**config.mk**
```make
export PLATFORM = sky130hd
export DESIGN_NAME = nrb_bank_ctrl
export DESIGN_NICKNAME = d
export VERILOG_FILES = /design/src/rtl/nrb_pkg.sv /design/src/rtl/nrb_addr_decode.sv /design/src/rtl/nrb_lock_ctrl.sv /design/src/rtl/nrb_nibble_regs.sv /design/src/rtl/nrb_bank_ctrl.sv
export SDC_FILE = /design/constraint.sdc
export NUM_CORES = 1
export LEC_CHECK = 0
export BUFFER_PORTS_ARGS = -buffer_cell sky130_fd_sc_hd__buf_4
export CORE_MARGIN = 1
export CORE_UTILIZATION = 47
export CTS_BUF_LIST = sky130_fd_sc_hd__clkbuf_4 sky130_fd_sc_hd__clkbuf_8
export CTS_CLUSTER_DIAMETER = 200
export CTS_CLUSTER_SIZE = 28
export DETAILED_ROUTE_END_ITERATION = 12
export GPL_ROUTABILITY_DRIVEN = 1
export HOLD_SLACK_MARGIN = 0.02
export PLACE_DENSITY = 0.76
export SLEW_MARGIN = 40
export SYNTH_ARGS = -nofsm -noshare
export SYNTH_HDL_FRONTEND = slang
export SYNTH_HIERARCHICAL = 1
export SYNTH_SLANG_ARGS = --single-unit
```
**constraint.sdc**
```tcl
create_clock -name clk -period 2.2 [get_ports clk]
set_clock_uncertainty 0.2 [all_clocks]
set_input_delay 0.33 -clock clk [delete_from_list [all_inputs] [get_ports clk]]
set_output_delay 0.33 -clock clk [all_outputs]
set_load 0.1 [all_outputs]
```
**src/rtl/nrb_pkg.sv**
```systemverilog
`timescale 1ns/1ps
package nrb_pkg;

   typedef enum logic {
      HALF_LO = 1'b0,
      HALF_HI = 1'b1
   } nrb_half_e;

   typedef struct packed {
      logic wr_odd;
      logic wr_even;
      logic rd_odd;
      logic rd_even;
   } nrb_strobe_t;

endpackage

```
**src/rtl/nrb_addr_decode.sv**
```systemverilog
`timescale 1ns/1ps
module nrb_addr_decode #(
   parameter int ADDR_W = 16,
   parameter int TAG_W  = 3,
   parameter logic [TAG_W-1:0] WINDOW_TAG = 3'b101
) (
   input  logic [ADDR_W-1:0] addr,
   input  logic              wr,
   input  logic              rd,
   output nrb_pkg::nrb_strobe_t strb
);
   logic hit;
   logic odd;

   assign hit = (addr[ADDR_W-1 -: TAG_W] == WINDOW_TAG);
   assign odd = addr[0];

   logic unused_mid;
   assign unused_mid = ^addr[ADDR_W-TAG_W-1:1];

   always_comb begin
      strb.wr_odd  = hit &  odd & wr;
      strb.wr_even = hit & ~odd & wr;
      strb.rd_odd  = hit &  odd & rd;
      strb.rd_even = hit & ~odd & rd;
   end
endmodule

```
**src/rtl/nrb_lock_ctrl.sv**
```systemverilog
`timescale 1ns/1ps
module nrb_lock_ctrl #(
   parameter int DATA_W = 8,
   parameter logic [DATA_W-1:0] KEY = 8'h0A
) (
   input  logic              clk,
   input  logic              rst,
   input  logic              wr_odd,
   input  logic [DATA_W-1:0] wdata,
   input  logic              relock,
   output logic              armed,
   output logic [DATA_W-1:0] sel
);
   always_ff @(posedge clk) begin
      if (rst) begin
         armed <= 1'b0;
         sel   <= '0;
      end else if (wr_odd) begin
         if (armed) begin
            sel <= wdata;
         end else if (wdata == KEY) begin
            armed <= 1'b1;
         end
      end else if (relock) begin
         armed <= 1'b0;
      end
   end
endmodule

```
**src/rtl/nrb_nibble_regs.sv**
```systemverilog
`timescale 1ns/1ps
module nrb_nibble_regs #(
   parameter int DATA_W   = 8,
   parameter int NUM_REGS = 1,
   parameter int BANK_W   = 5,
   parameter int BANK_IDX = 0
) (
   input  logic              clk,
   input  logic              rst,
   input  logic              wr_even,
   input  logic [DATA_W-1:0] wdata,
   input  logic [DATA_W-1:0] sel,
   output logic              relock,
   output logic [BANK_W-1:0] bank
);
   import nrb_pkg::*;

   localparam int NIB_W = DATA_W / 2;
   localparam int IDX_W = DATA_W - 1;

   logic [IDX_W-1:0] idx;
   nrb_half_e        half;
   logic [NIB_W-1:0] nib;
   logic             idx_valid;
   logic [DATA_W-1:0] reg_vals [NUM_REGS];

   assign idx       = sel[DATA_W-1:1];
   assign half      = nrb_half_e'(sel[0]);
   assign nib       = wdata[NIB_W-1:0];
   assign idx_valid = (int'(idx) < NUM_REGS);

   for (genvar g = 0; g < NUM_REGS; g++) begin : g_reg
      logic [DATA_W-1:0] r_q;
      logic              hit;
      assign hit = wr_even && (int'(idx) == g);
      always_ff @(posedge clk) begin
         if (rst) begin
            r_q <= '0;
         end else if (hit) begin
            if (half == HALF_HI) r_q[DATA_W-1:NIB_W] <= nib;
            else                 r_q[NIB_W-1:0]      <= nib;
         end
      end
      assign reg_vals[g] = r_q;
   end

   logic [DATA_W-1:0] merged;
   assign merged = {nib, reg_vals[BANK_IDX][NIB_W-1:0]};

   always_ff @(posedge clk) begin
      if (rst) begin
         bank <= '0;
      end else if (wr_even && half == HALF_HI && int'(idx) == BANK_IDX) begin
         bank <= merged[BANK_W-1:0];
      end
   end

   assign relock = wr_even && (half == HALF_HI) && idx_valid;

   logic unused_bits;
   assign unused_bits = ^{wdata[DATA_W-1:NIB_W], merged, reg_vals[BANK_IDX][DATA_W-1:NIB_W]};
endmodule

```
**src/rtl/nrb_bank_ctrl.sv**
```systemverilog
`timescale 1ns/1ps
module nrb_bank_ctrl #(
   parameter int ADDR_W   = 16,
   parameter int DATA_W   = 8,
   parameter int BANK_W   = 5,
   parameter int NUM_REGS = 1,
   parameter int BANK_IDX = 0,
   parameter int TAG_W    = 3,
   parameter logic [TAG_W-1:0]  WINDOW_TAG = 3'b101,
   parameter logic [DATA_W-1:0] KEY        = 8'h0A
) (
   input  logic              clk,
   input  logic              rst,
   input  logic [ADDR_W-1:0] cpu_addr,
   input  logic [DATA_W-1:0] cpu_wdata,
   input  logic              cpu_wr,
   input  logic              cpu_rd,
   output logic [DATA_W-1:0] cpu_rdata,
   output logic [BANK_W-1:0] rom_bank
);
   localparam int NIB_W = DATA_W / 2;

   if (DATA_W % 2 != 0) begin : g_bad_data
      $error("DATA_W must be even");
   end
   if (BANK_W > DATA_W) begin : g_bad_bank
      $error("BANK_W must not exceed DATA_W");
   end
   if (NUM_REGS < 1 || NUM_REGS > (1 << (DATA_W - 1))) begin : g_bad_regs
      $error("NUM_REGS out of range");
   end
   if (BANK_IDX >= NUM_REGS) begin : g_bad_idx
      $error("BANK_IDX must name an implemented register");
   end
   if (TAG_W >= ADDR_W) begin : g_bad_tag
      $error("TAG_W must be smaller than ADDR_W");
   end

   nrb_pkg::nrb_strobe_t strb;
   logic                 unlocked_q;
   logic [DATA_W-1:0]    sel_q;
   logic                 relock;

   nrb_addr_decode #(
      .ADDR_W(ADDR_W), .TAG_W(TAG_W), .WINDOW_TAG(WINDOW_TAG)
   ) u_dec (
      .addr(cpu_addr), .wr(cpu_wr), .rd(cpu_rd), .strb(strb)
   );

   nrb_lock_ctrl #(.DATA_W(DATA_W), .KEY(KEY)) u_lock (
      .clk(clk), .rst(rst), .wr_odd(strb.wr_odd), .wdata(cpu_wdata),
      .relock(relock), .armed(unlocked_q), .sel(sel_q)
   );

   nrb_nibble_regs #(
      .DATA_W(DATA_W), .NUM_REGS(NUM_REGS), .BANK_W(BANK_W), .BANK_IDX(BANK_IDX)
   ) u_regs (
      .clk(clk), .rst(rst), .wr_even(strb.wr_even), .wdata(cpu_wdata),
      .sel(sel_q), .relock(relock), .bank(rom_bank)
   );

   always_comb begin
      cpu_rdata = '0;
      if (strb.rd_odd) begin
         cpu_rdata = '1;
      end else if (strb.rd_even) begin
         cpu_rdata = {{NIB_W{1'b1}}, {(NIB_W-1){1'b0}}, unlocked_q};
      end
   end
endmodule

```
==> summary.md <==
| Metric | Value |
|---|---|
| Req. time, crit path | 1.67 ns |
| Cts hold-fix bufs | 0 |
| Maximum fanout along the worst path | 4 |
| Iteration-0 DRC Markers | 8 |
| Reg2reg start | u_lock/sel[5] |
| Period utilization | 0.855 |
| Clk pwr share | 0.340 |
| DP HPWL | 1340 um |
| Fin. Hold Viols | 0 |
| Overall Global Routing Usage | 0.196 |
| Most common cell after layout, fill and taps aside | buf_4 |
| CP Data Arrival Time | 1.35 ns |
| Max incr delay on CP | 0.26 ns |
| Max H-tree Level | 1 |
| Starting density of the core | 0.509 |
| Post-CTS setup buffer count | 0 |
| Worst relative slew slack | 0.750 |
| Die width | 45.5 um |
| Wirelength per Cell | 12.5 um |
| Post-layout min period | 1.88 ns |
| Post-route cell area | 1110 sq um |
| Worst reg-to-reg path cell count | 3 |
| Reg-to-reg slack, setup | 0.69 ns |
| Switching share of power | 0.250 |
| Routed wire length | 1770 um |
| Crit path launch type | input pin |
| Synthesized area per cell | 9.45 sq um |
| Initial antenna violation count | 0 |
| Root Buffer | clkbuf_4 |
| DR vias | 712 |
| Most frequent cells in the layout | buf_4 (29), dfxtp_1 (18), nand2b_1 (13), a21oi_1 (9), mux2i_1 (9) |
| Worst Setup End Kind | output port |
| CP Class | input pin to output port |
| Synthesis-stage register bit count | 18 |
| Combinational cell fraction of total power | 0.127 |
| Synth Net Count | 122 |
| Final GP Congestion | 0.746 |
| Mapped cell area | 888 sq um |
| Hold/Removal Path Class | input pin to flip-flop |
| Worst-skew pair later-pin latency | 0.29 ns |
| Static Leakage | 0.465 nW |
| N_diodes | 0 |
| DRC Markers | 0 |
| Max Cap Violations | 0 |
| Die area | 2070 sq um |
| Pint | 0.459 mW |
| First-pass GRT wire length | 2820 um |
| PwrDens | 550 nW/um^2 |
| VDD IR max | 517 uV |
| Total CTS buffers | 3 |
| CTS tree | built |
| Synth warn | 6 |
| Hold Crit Depth | 3 |
| Total negative slack | 0 ns |
| Final #Nets | 146 |
| First-pass iteration count of the detailed router | 4 |
| # rows | 15 |
| IO Count | 41 |
| Hold path start | cpu_wdata[3] |
| Area Growth Syn to Fin | 25.4% |
| Post-cts resize count | 0 |
| Post-placement cell area | 1080 sq um |
| Fmax | 532 MHz |
| Worst Setup SP | cpu_addr[13] |
| Slew Limit Fails | 0 |
| Sequence of cells on the critical path | buf_4 -> and4bb_2 -> and2_2 -> or2_4 -> buf_4 |
| CP most frequent cell | buf_4 |
| Clock Path Buffers | 2 |
| Run status | completed |
| Share of the yosys chip area belonging to registers | 0.406 |
| Core area | 1750 sq um |
| Synthesized instance count | 94 |
| Layout cells sized above 1 | 0.393 |
| Largest net degree at the start of global routing | 23 |
| Worst path slowest cell | or2_4 |
| FF-to-FF End | u_regs/g_reg[0].r_q[2] |
| P_sw | 0.153 mW |
| Hold Crit Endpoint | u_regs/g_reg[0].r_q[3] |
| Vias in the first global route | 655 |
| Worst slew pin tran | 0.375 ns |
| Remaining Overflow, GRT | 0 |
| Antenna violation net count after detailed routing | 0 |
| Port Buffers | 28 |
| Setup violations, final | 0 |
| DIE HEIGHT | 45.5 um |
| Via-per-instance ratio | 5.01 |
| Reg power frac | 0.534 |
| Distinct cells, synth | 27 |
| RSZ-0062 raised after global routing | false |
| Clock-pin slew on the worst setup and hold paths | 0.11 ns |
| CTS sink cnt | 18 |
per-stage QoR:
| step | hold slack (ns) | cells | util | power [mW] | worst slack, ns |
|---|---|---|---|---|---|
| 2_1_floorplan | 0.257 | 94 | - | 0.383 | -0.0115 |
| 3_3_place_gp | 0.262 | 138 | 0.617 | 0.411 | 0.280 |
| 3_5_place_dp | 0.270 | 138 | 0.617 | 0.412 | 0.256 |
| 4_1_cts | 0.105 | 142 | 0.638 | 0.612 | 0.314 |
| 5_1_grt | 0.106 | 142 | 0.638 | 0.634 | 0.264 |
| 6_report | 0.105 | 142 | 0.638 | 0.612 | 0.320 |
layer usage:
| layer | track usage | share of wire | vias up |
|---|---|---|---|
| li1 | - | - | 360 |
| met1 | 0.230 | 0.44 | 326 |
| met4 | 0.109 | 0.013 | 0 |
| met2 | 0.329 | 0.49 | 24 |
| met5 | 0 | 0 | - |
| met3 | 0.0397 | 0.056 | 2 |
synth_stat cells (all sizes together):
master / number / area share
dfxtp: 18 / 0.41
nand2b: 13 / 0.092
a21oi: 9 / 0.051
buf: 9 / 0.070
mux2i: 9 / 0.10
nand2: 9 / 0.041
nand3: 9 / 0.056
and2: 2 / 0.017
and3: 2 / 0.017
and3b: 2 / 0.020
inv: 2 / 0.0084
nor4: 2 / 0.038
a21o: 1 / 0.0099
and4bb: 1 / 0.014
clkbuf: 1 / 0.0042
nand4: 1 / 0.0070
nor3b: 1 / 0.0085
nor4b: 1 / 0.027
o21ai: 1 / 0.0056
or2: 1 / 0.0070
kinds of logic after synthesis:
family	after synthesis	share of synthesized area
simple gates	44	0.344
compound gates	11	0.0662
mux	9	0.101
flops	18	0.406
buf+inv	12	0.0831
area by class of cell:
type                            instances  area (sq um)
Multi-Input combinational cell         64           460
Clock buffer                            4          36.3
Timing Repair Buffer                   29           218
Inverter                                2          7.51
Tap cell                               25          31.3
Fill cell                             150           632
Sequential cell                        18           360
power by group through the flow:
stage                     combinational (mW)  clock [mW]  sequential, mW
after CTS                             0.0779       0.207           0.327
after detailed placement              0.0777           0           0.334
after global placement                0.0768           0           0.334
after global routing                  0.0821       0.225           0.327
after floorplan                       0.0485           0           0.334
final                                 0.0775       0.208           0.327
state kept, by name (all words and copies together) (netlist names):
name and flops:
u_lock/armed 1, u_lock/sel 8, u_regs/bank 5, u_regs/g.r_q 4
worst max-delay path, delay by kind of cell:
family	cells	cell delay, ns
AND/OR/NAND/NOR	3	0.67
buffers and inverters	2	0.34
worst max path at each step:
stage | slack, ns | to
2_1_floorplan | -0.01 | cpu_rdata[5]
3_3_place_gp | 0.28 | u_regs/g_reg[0].r_q[1]
3_5_place_dp | 0.26 | u_regs/g_reg[0].r_q[1]
4_1_cts | 0.31 | cpu_rdata[5]
5_1_grt | 0.26 | cpu_rdata[0]
6_report | 0.32 | cpu_rdata[5]
(Power assumes the default switching activity.)
